===== config.mk =====
export PLATFORM = sky130hd
export DESIGN_NAME = i2c_addr_match
export DESIGN_NICKNAME = d
export VERILOG_FILES = /design/src/rtl/i2c_am_pkg.sv /design/src/rtl/am_decode.sv /design/src/rtl/am_window.sv /design/src/rtl/i2c_addr_match.sv
export SDC_FILE = /design/constraint.sdc
export NUM_CORES = 1
export LEC_CHECK = 0
export BUFFER_PORTS_ARGS = -buffer_cell sky130_fd_sc_hd__buf_2
export CAP_MARGIN = 10
export CORE_AREA = 2 2 39 41
export DETAILED_ROUTE_END_ITERATION = 8
export DIE_AREA = 0 0 41 43
export PLACE_DENSITY_LB_ADDON = 0.08
export SYNTH_ARGS = -nofsm -noshare
export SYNTH_HDL_FRONTEND = slang
export SYNTH_SLANG_ARGS = --single-unit

===== constraint.sdc =====
create_clock -name clk -period 2.2 [get_ports clk]
set_clock_uncertainty 0.15 [all_clocks]
set_input_delay 0.22 -clock clk [delete_from_list [all_inputs] [get_ports clk]]
set_output_delay 0.22 -clock clk [all_outputs]
set_load 0.05 [all_outputs]

===== src/rtl/i2c_am_pkg.sv =====
package i2c_am_pkg;
  localparam int BYTE_W = 8;
  localparam int ADDR_W = BYTE_W - 1;

  typedef enum logic [2:0] {
    EK_NONE   = 3'd0,
    EK_GCALL  = 3'd1,
    EK_SBYTE  = 3'd2,
    EK_CBUS   = 3'd3,
    EK_RSVD   = 3'd4,
    EK_TENBIT = 3'd5,
    EK_OTHER  = 3'd6
  } ext_kind_t;

  // upper nibble all zeros or all ones marks a reserved code
  function automatic logic nib_reserved(input logic [3:0] hi);
    return (hi == 4'h0) || (hi == 4'hF);
  endfunction

  function automatic ext_kind_t kind_of(input logic [BYTE_W-1:0] b);
    if (b[7:4] == 4'hF) return b[3] ? EK_OTHER : EK_TENBIT;
    if (b[7:4] != 4'h0) return EK_NONE;
    case (b[3:1])
      3'd0:    return b[0] ? EK_SBYTE : EK_GCALL;
      3'd1:    return EK_CBUS;
      3'd2:    return EK_RSVD;
      default: return EK_OTHER;
    endcase
  endfunction

  function automatic logic addr_hit(input logic [BYTE_W-1:0] b,
                                    input logic [ADDR_W-1:0] own);
    return b[BYTE_W-1:1] == own;
  endfunction
endpackage


===== src/rtl/am_decode.sv =====
module am_decode
  import i2c_am_pkg::*;
(
  input  logic [BYTE_W-1:0] rx_byte,
  input  logic [ADDR_W-1:0] own_addr,
  output logic              hit,
  output logic              ext,
  output ext_kind_t         kind
);
  always_comb begin
    hit  = addr_hit(rx_byte, own_addr);
    ext  = nib_reserved(rx_byte[BYTE_W-1 -: 4]);
    kind = kind_of(rx_byte);
  end
endmodule


===== src/rtl/am_window.sv =====
module am_window #(
  parameter int CNT_W     = 8,
  parameter int ADDR_EDGE = 8
) (
  input  logic             clk,
  input  logic             rst,
  input  logic             bus_start,
  input  logic             bus_stop,
  input  logic [CNT_W-1:0] fall_cnt,
  output logic             eval_now
);
  localparam logic [CNT_W-1:0] EDGE_V = CNT_W'(ADDR_EDGE);

  logic armed_q;

  // the window opens on a start and closes after one evaluation or a stop
  always_ff @(posedge clk) begin
    if (rst)            armed_q <= 1'b0;
    else if (bus_start) armed_q <= 1'b1;
    else if (bus_stop)  armed_q <= 1'b0;
    else if (eval_now)  armed_q <= 1'b0;
  end

  always_comb
    eval_now = armed_q && !bus_start && !bus_stop && (fall_cnt == EDGE_V);
endmodule


===== src/rtl/i2c_addr_match.sv =====
module i2c_addr_match
  import i2c_am_pkg::*;
#(
  parameter int CNT_W     = 8,
  parameter int ADDR_EDGE = 8
) (
  input  logic              clk,
  input  logic              rst,
  input  logic              bus_start,
  input  logic              bus_stop,
  input  logic [BYTE_W-1:0] rx_byte,
  input  logic [CNT_W-1:0]  fall_cnt,
  input  logic [ADDR_W-1:0] own_addr,
  input  logic              rel_req,
  output logic              irq,
  output logic              match_flag,
  output logic              ext_flag,
  output logic [2:0]        ext_kind,
  output logic              rw_bit
);
  logic      dec_hit, dec_ext, eval_now, rel_clear, clear_bus;
  ext_kind_t dec_kind, kind_q;

  am_decode u_dec (
    .rx_byte  (rx_byte),
    .own_addr (own_addr),
    .hit      (dec_hit),
    .ext      (dec_ext),
    .kind     (dec_kind)
  );

  am_window #(.CNT_W(CNT_W), .ADDR_EDGE(ADDR_EDGE)) u_win (
    .clk       (clk),
    .rst       (rst),
    .bus_start (bus_start),
    .bus_stop  (bus_stop),
    .fall_cnt  (fall_cnt),
    .eval_now  (eval_now)
  );

  assign clear_bus = bus_start || bus_stop;
  assign rel_clear = rel_req && ext_flag && !eval_now;

  always_ff @(posedge clk) begin
    if (rst || clear_bus || rel_clear) begin
      irq        <= 1'b0;
      match_flag <= 1'b0;
      ext_flag   <= 1'b0;
      kind_q     <= EK_NONE;
      rw_bit     <= 1'b0;
    end else if (eval_now) begin
      irq        <= dec_hit || dec_ext;
      match_flag <= dec_hit;
      ext_flag   <= dec_ext;
      kind_q     <= dec_kind;
      rw_bit     <= (dec_hit || dec_ext) ? rx_byte[0] : 1'b0;
    end else begin
      irq        <= 1'b0;
    end
  end

  assign ext_kind = kind_q;
endmodule


== After elaboration in Yosys (flattened, before gate mapping) ==
Cells that the tools add are included.

* Flip-flop bits (word level): 8
* Bits in latches: 0
* Bits in writable memories: 0
* Bits in read-only memories: 0
* Word-level logic and storage cells: 44
* Memories kept: 0

* Add/sub/neg operators: 0
* $mul: 0
* Div/mod/pow operators: 0
* $lt $le $gt $ge: 0
* Equality and inequality tests: 5
* Shift operators: 0
* Muxes and demuxes: 14
* Bitwise logic cells: 1
* Reductions and logical operators: 18

{| class="wikitable"
|+ Operators by type and width
! cell !! count
|-
| $mux 3 || 4
|-
| $pmux 3 s3 || 1
|-
| $eq 8x4->1 const B || 1
|-
| $eq 7x7->1 || 1
|-
| $mux 1 || 7
|-
| $logic_and 1x1->1 || 5
|-
| $logic_or 1x1->1 || 5
|-
| $eq 4x4->1 const B || 1
|-
| $logic_not 4->1 || 1
|-
| $mux 2 || 2
|-
| $reduce_bool 4->1 || 1
|-
| $eq 3x1->1 const B || 1
|-
| $eq 3x2->1 const B || 1
|-
| $logic_not 1->1 || 3
|-
| $logic_not 3->1 || 1
|-
| $reduce_bool 3->1 || 1
|-
| $reduce_or 2->1 || 1
|-
| $not 1->1 || 1
|}

== Longest topological paths before layout ==
Gate-level depths: netlist of run 1.

* Depth after elaboration: 8
* Mapped depth: 5
* Depth with buffers taken out: 4

== Hierarchy ==
A second synthesis of run 1 with hierarchy kept.

* Cell total of the unflattened synthesis: 56
* Area total of the unflattened synthesis: 553.0 µm²

{| class="wikitable"
|+ Modules (own cells, without submodules)
! module !! times used !! cells each !! area each (µm²)
|-
| i2c_addr_match || 1 || 27 || 319.1
|-
| am_decode || 1 || 21 || 146.4
|-
| am_window || 1 || 8 || 87.6
|}

== Worst setup path after synthesis of run 1 ==
Ideal clock, no wire load.

* Kind: in2reg
* From: input rx_byte[4]
* To: register kind_q[0] (netlist: ext_kind[0])
* Arrival time: 1,442 ps
* Required time: 1,983 ps
* Slack: 542 ps
* Stages on the path: 4
* Path through: or4_4 > o31a_1 > or3_1 > a21oi_2

* Word-level cells in the longest chain between the ends: 5
* Elaborated cells on any way between the ends: 8

{| class="wikitable"
|+ RTL lines
! element !! RTL line !! RTL
|-
| from (decl) || i2c_addr_match.sv:11 || <nowiki>input logic [BYTE_W-1:0] rx_byte,</nowiki>
|-
| $reduce_bool 4->1 || i2c_am_pkg.sv:22 || <nowiki>if (b[7:4] != 4'h0) return EK_NONE;</nowiki>
|-
| $mux 1 (2 in series) || i2c_am_pkg.sv:22 ||
|-
| $mux 3 || i2c_am_pkg.sv:23 || <nowiki>case (b[3:1])</nowiki>
|-
| $mux 3 (*) || i2c_am_pkg.sv:22 ||
|-
| to (signal assigned) || i2c_addr_match.sv:55 || <nowiki>kind_q <= dec_kind;</nowiki>
|-
| to (decl) || i2c_addr_match.sv:22 || <nowiki>ext_kind_t dec_kind, kind_q;</nowiki>
|}

Every way passes the cells marked *; elsewhere a longest branch is shown, timed or not. The select of a mux whose other input is x is not followed.
A chain may end at the register's enable or synchronous reset.

== Worst setup path in the final report of run 1 ==
* From: register u_win.armed_q
* To: register kind_q[1] (netlist: ext_kind[1])

* Word-level cells in the longest chain between the ends: 6

{| class="wikitable"
|+ RTL lines
! element !! RTL line !! RTL
|-
| from (decl) || am_window.sv:14 || <nowiki>logic armed_q;</nowiki>
|-
| from (signal assigned) || am_window.sv:18 || <nowiki>if (rst) armed_q <= 1'b0;</nowiki>
|-
| from (signal assigned) || am_window.sv:19 || <nowiki>else if (bus_start) armed_q <= 1'b1;</nowiki>
|-
| from (signal assigned) || am_window.sv:20 || <nowiki>else if (bus_stop) armed_q <= 1'b0;</nowiki>
|-
| $logic_and 1x1->1 (*) (3 in series) || am_window.sv:25 || <nowiki>eval_now = armed_q && !bus_start && !bus_stop && (fall_cnt == EDGE_V);</nowiki>
|-
| $logic_not 1->1 || i2c_addr_match.sv:42 || <nowiki>assign rel_clear = rel_req && ext_flag && !eval_now;</nowiki>
|-
| $logic_and 1x1->1 || i2c_addr_match.sv:42 ||
|-
| $logic_or 1x1->1 || i2c_addr_match.sv:45 || <nowiki>if (rst || clear_bus || rel_clear) begin</nowiki>
|}

Every way passes the cells marked *; elsewhere a longest branch is shown, timed or not.

==> impl_results.md, run 1 <==
- Run status: finished clean
- Routed wire per std cell: 10.0 µm
- Required time of the critical path: between 2 and 2.5 ns
- Clk Tree Root Cell: sky130_fd_sc_hd__clkbuf_4
- Area Growth Syn to Fin: 46.4%
- Post-Synthesis Cell Area: 480 µm²
- Final antenna diode count: 0
- Number of hold buffers added after CTS: 1
- Final worst path period share: 0.750
- Share of final-layout standard cells stronger than drive strength 1: 0.443
- Transition time at the pin with the least slew margin: about 0.45 ns
- Number of warnings issued by yosys: 0
- Die outline height: 43 µm
- Count of endpoints failing setup in the final report: 0
- Wire length of the first global-routing pass: 1800 µm
- Fillers: roughly 150
- Maximum number of pins on one net before global-route repair: 10
- Worst ir drop on vdd: between 0.15 and 0.2 mV
- Number of H-tree levels: 1
- Reg-to-reg slack, setup: approximately 0.55 ns
- Final max-slew violation count: 0
- Highest layer used for signal routing: met4
- Classification of the worst setup path: flop to flop
- Worst rel slew slack: 0.694
- Antenna Violating Nets Remaining: 0
- Netlist cell types: 24
- Worst setup endpoint: ext_kind[1]
- # IOs: 35
- Core box area: about 1400 µm²
- Register area: roughly 160 µm²
- Total Routing Usage GR: 0.151
- Number of nets in the layout: ~130
- TNS Setup: 0 ns
- Per-instance average area after synthesis: 8.14 µm²
- Worst r2r src: u_win.armed_q
- Area of the die: between 1500 and 2000 µm²
- Starting density of the core: 0.347
- Maximum root-to-sink buffer count: 2
- Fin Hold WS: about 0.056 ns
- Capture instance of the worst register-to-register path: ext_kind[1]
- Clock tree from TritonCTS: built
- Pre-CTS WS: roughly 0.37 ns
- Top delay family on crit path: simple AND/OR/NAND/NOR gates
- Skew-Pair Late Insertion Delay: 0.25 ns
- CTS Sinks: 8
- Buffers and inverters on the worst path: 0
- Cell count after synthesis: 59
- Unrepaired setup endpoints after global routing: no
- Final instance area: 703 µm²
- Width of the die: 41 µm
- Routed wire length on met3: 117 µm
- Path class of the lowest-slack min-delay path: input pin to flop
- Depth of the worst register-to-register path: 4
- Stages on the worst setup path: 4
- Mean number of vias per cell: around 4.9
- Largest fanout on the critical path: 9
- Total power after layout: approximately 0.00032 W
- Met1 layer wirelength in the final routing: 487 µm
- Number of setup buffers added after CTS: 0
- HPWL after detailed placement: about 940 µm
- Worst Setup SP: u_win.armed_q
- DRC violation total after the first TritonRoute iteration: 3
- Vias: about 560
- Part of the Yosys area used for sequential elements: 0.333
- Length of routed met2 wiring: between 500 and 600 µm
- Kind of capture point of the worst setup path: flop
- Leakage dissipation: around 0.32 nW
- Final weighted congestion of routability-driven global placement: 0.767
- CP arrival: around 1.7 ns
- Share of the synthesized area in the top cell type: 0.333
- Clock slew at the register clock pins of the worst setup and hold paths: ~0.050 ns
- Ratio of total power to cell area: ~450 nW/µm²
- Count of instances resized after the clock tree is built: 0
- Placed Area: ~670 µm²
- Final Hold Viols: 0
- PortBufs: 34
- Minimum setup slack in the final design: ~0.55 ns
- Area taken by multi-input logic gates: 313 µm²
- Series of cell instances along the critical path: nor3b_1 > and3_1 > o21ai_2 > a311oi_1
- Clock buffers created by TritonCTS: 3
- DRC Markers: 0
- Std-Cell Rows: 14
- Number of iterations in the first detailed-routing pass: 3
- Antenna violations before repair: 0
- Cell type of the slowest stage on the worst timing path: sky130_fd_sc_hd__and3_1
- Critical Path Max Stage Delay: approximately 0.43 ns
- Vias in the first global route: between 400 and 500
- F_max: ~610 MHz
- Biggest area consumer among synthesized cells: sky130_fd_sc_hd__dfxtp_1
- Yosys reg bits: 8
- Type of origin of the critical path: flop
- Net Count, Synth: 87
- Clock period minus final worst setup slack: around 1.7 ns
- Max Cap Viol: 0
- Sum of routed wire length over all layers: roughly 1100 µm
- Main area contributors after synthesis: sky130_fd_sc_hd__dfxtp_1 (33%), sky130_fd_sc_hd__xor2_1 (13%), sky130_fd_sc_hd__nand2_1 (6.3%)
- GR Overflow Total: 0
==> cells by family after synthesis <==
| logic type | count (synthesis) | synth area share |
|---|---|---|
| flip-flops | 8 | 0.333 |
| XOR/XNOR | 7 | 0.128 |
| buffers and inverters | 1 | 0.0156 |
| AND/OR/NAND/NOR | 33 | 0.385 |
| AO/OA/AOI/OAI | 10 | 0.138 |
==> worst min path at each step <==
stage,to,depth (start not counted),start,slack [ns]
floorplan,u_win.armed_q,1,rst,0.14
global placement,u_win.armed_q,2,rst,0.25
detailed placement,u_win.armed_q,2,rst,0.25
CTS,u_win.armed_q,3,bus_start,0.05
global route,u_win.armed_q,3,bus_start,0.07
finish,u_win.armed_q,3,bus_start,0.06
==> power by group <==
group / internal [W] / total (W) / switching [W] / leakage (nW)
clock network: 0.0000625 / 0.000114 / 0.0000510 / 0.0138
registers: 0.000146 / 0.000146 / 0.000000203 / 0.0647
logic: 0.0000310 / 0.0000577 / 0.0000267 / 0.239
total: 0.000239 / 0.000317 / 0.0000779 / 0.318
==> worst reg2reg max path, stage by stage, from the launching register on <==
cell and delay [ns]:
sky130_fd_sc_hd__dfxtp_1 0.30, sky130_fd_sc_hd__nor3b_1 0.31, sky130_fd_sc_hd__and3_1 0.43, sky130_fd_sc_hd__o21ai_2 0.16, sky130_fd_sc_hd__a311oi_1 0.22
==> placed cells by master, fill, tap and decap left out <==
master | Yosys | final
sky130_fd_sc_hd__buf_2 | 0 | 34
sky130_fd_sc_hd__a21oi_1 | 3 | 3
sky130_fd_sc_hd__nand3_1 | 3 | 3
sky130_fd_sc_hd__o21ai_2 | 1 | 1
sky130_fd_sc_hd__buf_4 | 1 | 1
sky130_fd_sc_hd__o21ai_0 | 2 | 2
sky130_fd_sc_hd__nand2_1 | 8 | 8
sky130_fd_sc_hd__nor3b_1 | 1 | 1
sky130_fd_sc_hd__nand4_1 | 1 | 1
sky130_fd_sc_hd__nor4_2 | 1 | 1
sky130_fd_sc_hd__dlygate4sd3_1 | 0 | 1
sky130_fd_sc_hd__o31a_1 | 1 | 1
sky130_fd_sc_hd__o22ai_1 | 1 | 1
sky130_fd_sc_hd__xor2_1 | 7 | 7
sky130_fd_sc_hd__a311oi_1 | 1 | 1
sky130_fd_sc_hd__nor2b_1 | 1 | 1
sky130_fd_sc_hd__or3_1 | 1 | 1
sky130_fd_sc_hd__nor4b_1 | 1 | 1
sky130_fd_sc_hd__or4_4 | 1 | 1
sky130_fd_sc_hd__a21oi_2 | 1 | 1
sky130_fd_sc_hd__nor4_1 | 2 | 2
sky130_fd_sc_hd__nor2_1 | 6 | 6
sky130_fd_sc_hd__and3_1 | 2 | 2
sky130_fd_sc_hd__nor2b_4 | 1 | 1
sky130_fd_sc_hd__nor3_1 | 4 | 4
sky130_fd_sc_hd__dfxtp_1 | 8 | 8
sky130_fd_sc_hd__clkbuf_4 | 0 | 3
==> sequential cells by signal, summed over array words and instances, names as in the netlist <==
register and flops:
ext_flag 1, ext_kind 3, irq 1, match_flag 1, rw_bit 1, u_win.armed_q 1
==> synthesized netlist by cell type <==
| library cell | instances |
|---|---|
| sky130_fd_sc_hd__nor2b_4 | 1 |
| sky130_fd_sc_hd__nor2b_1 | 1 |
| sky130_fd_sc_hd__o21ai_0 | 2 |
| sky130_fd_sc_hd__a311oi_1 | 1 |
| sky130_fd_sc_hd__nand3_1 | 3 |
| sky130_fd_sc_hd__o31a_1 | 1 |
| sky130_fd_sc_hd__nand4_1 | 1 |
| sky130_fd_sc_hd__nor3b_1 | 1 |
| sky130_fd_sc_hd__dfxtp_1 | 8 |
| sky130_fd_sc_hd__or3_1 | 1 |
| sky130_fd_sc_hd__a21oi_2 | 1 |
| sky130_fd_sc_hd__o21ai_2 | 1 |
| sky130_fd_sc_hd__nor4b_1 | 1 |
| sky130_fd_sc_hd__and3_1 | 2 |
| sky130_fd_sc_hd__buf_4 | 1 |
| sky130_fd_sc_hd__nor2_1 | 6 |
| sky130_fd_sc_hd__or4_4 | 1 |
| sky130_fd_sc_hd__a21oi_1 | 3 |
| sky130_fd_sc_hd__o22ai_1 | 1 |
| sky130_fd_sc_hd__nand2_1 | 8 |
| sky130_fd_sc_hd__nor4_1 | 2 |
| sky130_fd_sc_hd__nor3_1 | 4 |
| sky130_fd_sc_hd__nor4_2 | 1 |
| sky130_fd_sc_hd__xor2_1 | 7 |
==> per-layer routing <==
metal	vias to the layer above	global-route usage
li1	290	-
met1	234	0.192
met2	29	0.219
met3	2	0.0314
met4	0	0.100
met5	-	0
==> stage by stage <==
| stage | std cells | util |
|---|---|---|
| global route | 113 | 0.508 |
| detailed placement | 109 | 0.485 |
| finish | 113 | 0.508 |
| CTS | 113 | 0.508 |
| floorplan | 59 | - |
| global placement | 109 | 0.485 |
==> area by class of cell <==
cell class,count,area share
Clock buffer,3,0.0320
Multi-Input combinational cell,50,0.445
Sequential cell,8,0.228
Tap cell,16,0.0285
Timing Repair Buffer,36,0.267
Power figures use the tool's default switching activity.
==> run 2, diff against run 1 <==
==> constraint.sdc (replaced) <==
create_clock -name clk -period 1.6 [get_ports clk]
set_clock_uncertainty 0.15 [all_clocks]
set_input_delay 0.16 -clock clk [delete_from_list [all_inputs] [get_ports clk]]
set_output_delay 0.16 -clock clk [all_outputs]
set_load 0.05 [all_outputs]
==> impl_results.md, run 2 (same netlist as run 1, synthesis figures left out) <==
- Antenna violations before repair: 0
- Max FFs per register: 3
- Count of endpoints failing setup in the final report: 0
- Routed wire per std cell: 10.5 µm
- Final antenna diode count: 0
- Core box area: between 1000 and 1500 µm²
- Fillers: ~150
- Area taken by multi-input logic gates: 324 µm²
- Unrepaired setup endpoints after global routing: no
- Largest fanout on the critical path: 3
- Clock buffers created by TritonCTS: 3
- Area of the die: ~1800 µm²
- Clock period minus final worst setup slack: approximately 1.5 ns
- Mean number of vias per cell: around 5.0
- Leakage dissipation: 0.355 nW
- Run status: finished clean
- Antenna Violating Nets Remaining: 0
- # IOs: 35
- Path class of the lowest-slack min-delay path: input pin to flop
- Die outline height: roughly 43 µm
- Required time of the critical path: about 1.6 ns
- Maximum number of pins on one net before global-route repair: 8
- Minimum setup slack in the final design: ~0.12 ns
- Clock tree from TritonCTS: built
- Final max-slew violation count: 0
- Wire length of the first global-routing pass: between 1500 and 2000 µm
- Fin util: 0.556
- Worst ir drop on vdd: between 0.2 and 0.25 mV
- Commonest cells after routing, fill and taps aside: sky130_fd_sc_hd__buf_2 (34), sky130_fd_sc_hd__nand2_1 (8), sky130_fd_sc_hd__dfxtp_1 (8), sky130_fd_sc_hd__xor2_1 (7), sky130_fd_sc_hd__buf_4 (7)
- Pre-CTS WS: -0.139 ns
- Classification of the worst setup path: input pin to flop
- Final weighted congestion of routability-driven global placement: about 0.77
- Commonest non-fill, non-tap cell in the layout: sky130_fd_sc_hd__buf_2
- Sum of routed wire length over all layers: 1260 µm
- Total Routing Usage GR: 0.160
- Clk Tree Root Cell: sky130_fd_sc_hd__clkbuf_4
- Vias: slightly below 600
- Type of origin of the critical path: input pin
- PortBufs: 34
- Share of final-layout standard cells stronger than drive strength 1: 0.500
- F_max: around 680 MHz
- DRC Markers: 0
- Number of nets in the layout: between 100 and 150
- Skew-Pair Late Insertion Delay: approximately 0.25 ns
- CTS Sinks: 8
- Final Hold Viols: 0
- Worst rel slew slack: 0.703
- Number of iterations in the first detailed-routing pass: 2
- HPWL after detailed placement: between 1000 and 1500 µm
- Maximum root-to-sink buffer count: 2
- Width of the die: 41 µm
- Max Cap Viol: 0
- Register area: 160 µm²
- DRC violation total after the first TritonRoute iteration: 7
- Final worst path period share: 0.924
- Kind of capture point of the worst setup path: flop
- Vias in the first global route: 504
- Area Growth Syn to Fin: 60.2%
- Ratio of total power to cell area: about 580 nW/µm²
- CP arrival: between 1 and 1.5 ns
- Number of H-tree levels: 1
- Transition time at the pin with the least slew margin: around 0.44 ns
- Clock slew at the register clock pins of the worst setup and hold paths: roughly 0.050 ns
- GR Overflow Total: 0
- Starting density of the core: 0.347
- Std-Cell Rows: 14
## run 2: changes by cell type in the layout (fill, tap and decap cells not counted)
cell	previous run	this run
sky130_fd_sc_hd__nor3_1	4	3
sky130_fd_sc_hd__dlygate4sd3_1	1	2
sky130_fd_sc_hd__buf_4	1	7
sky130_fd_sc_hd__nor3b_2	0	1
sky130_fd_sc_hd__and3_2	0	1
sky130_fd_sc_hd__and3_1	2	1
sky130_fd_sc_hd__nor3_2	0	1
sky130_fd_sc_hd__nor3b_1	1	0
## run 2: worst max-delay path: stages
cell	delay, ns
sky130_fd_sc_hd__buf_2	0.10
sky130_fd_sc_hd__nor4b_1	0.28
sky130_fd_sc_hd__buf_4	0.16
sky130_fd_sc_hd__nand2_1	0.05
sky130_fd_sc_hd__a21oi_1	0.13
sky130_fd_sc_hd__nor2_1	0.05
sky130_fd_sc_hd__dlygate4sd3_1	0.54
## run 2: final cells by class
cell class / instances / area share
Clock buffer: 3 / 0.0293
Sequential cell: 8 / 0.208
Tap cell: 16 / 0.0260
Multi-Input combinational cell: 50 / 0.421
Timing Repair Buffer: 43 / 0.315
## run 2: where the power goes
group	switching, W	internal [W]
combinational	0.0000406	0.0000519
clock	0.0000690	0.0000859
sequential	0.000000288	0.000201
## run 2: timing repair
| action | 4_1_cts | 5_1_grt |
|---|---|---|
| buffers inserted | 0 | 0 |
| hold endpoints to repair | 1 | 0 |
| hold buffers | 2 | 0 |
| resized for setup | 0 | 3 |
| setup endpoints to repair | 0 | 6 |
## run 2: worst paths after layout
kind                                    start             to  depth (start not counted)  slack (ns)
worst max register to register  u_win.armed_q  u_win.armed_q                          4        0.13
worst min register to register     match_flag     match_flag                          2        0.31
worst min-delay path               rx_byte[0]         rw_bit                          3        0.04
worst max-delay path              fall_cnt[1]  u_win.armed_q                          7        0.12
## run 2: metrics by stage
| stage | cell area [µm²] | hold WS (ns) | std cells | total power, W | setup TNS (ns) |
|---|---|---|---|---|---|
| after floorplan | 480 | 0.0824 | 59 | 0.000235 | 0 |
| after global placement | 716 | 0.185 | 115 | 0.000291 | -0.143 |
| after detailed placement | 716 | 0.186 | 115 | 0.000293 | -0.194 |
| after CTS | 758 | 0.0391 | 120 | 0.000456 | 0 |
| after global routing | 769 | 0.0384 | 120 | 0.000481 | 0 |
| final | 769 | 0.0450 | 120 | 0.000448 | 0 |
## run 2: layer usage
| layer | share of wire | wire length (µm) | global-route usage |
|---|---|---|---|
| met4 | 0.0095 | 12 | 0.120 |
| met1 | 0.36 | 457 | 0.165 |
| met5 | 0 | 0 | 0 |
| met3 | 0.093 | 117 | 0.0366 |
| met2 | 0.53 | 672 | 0.259 |
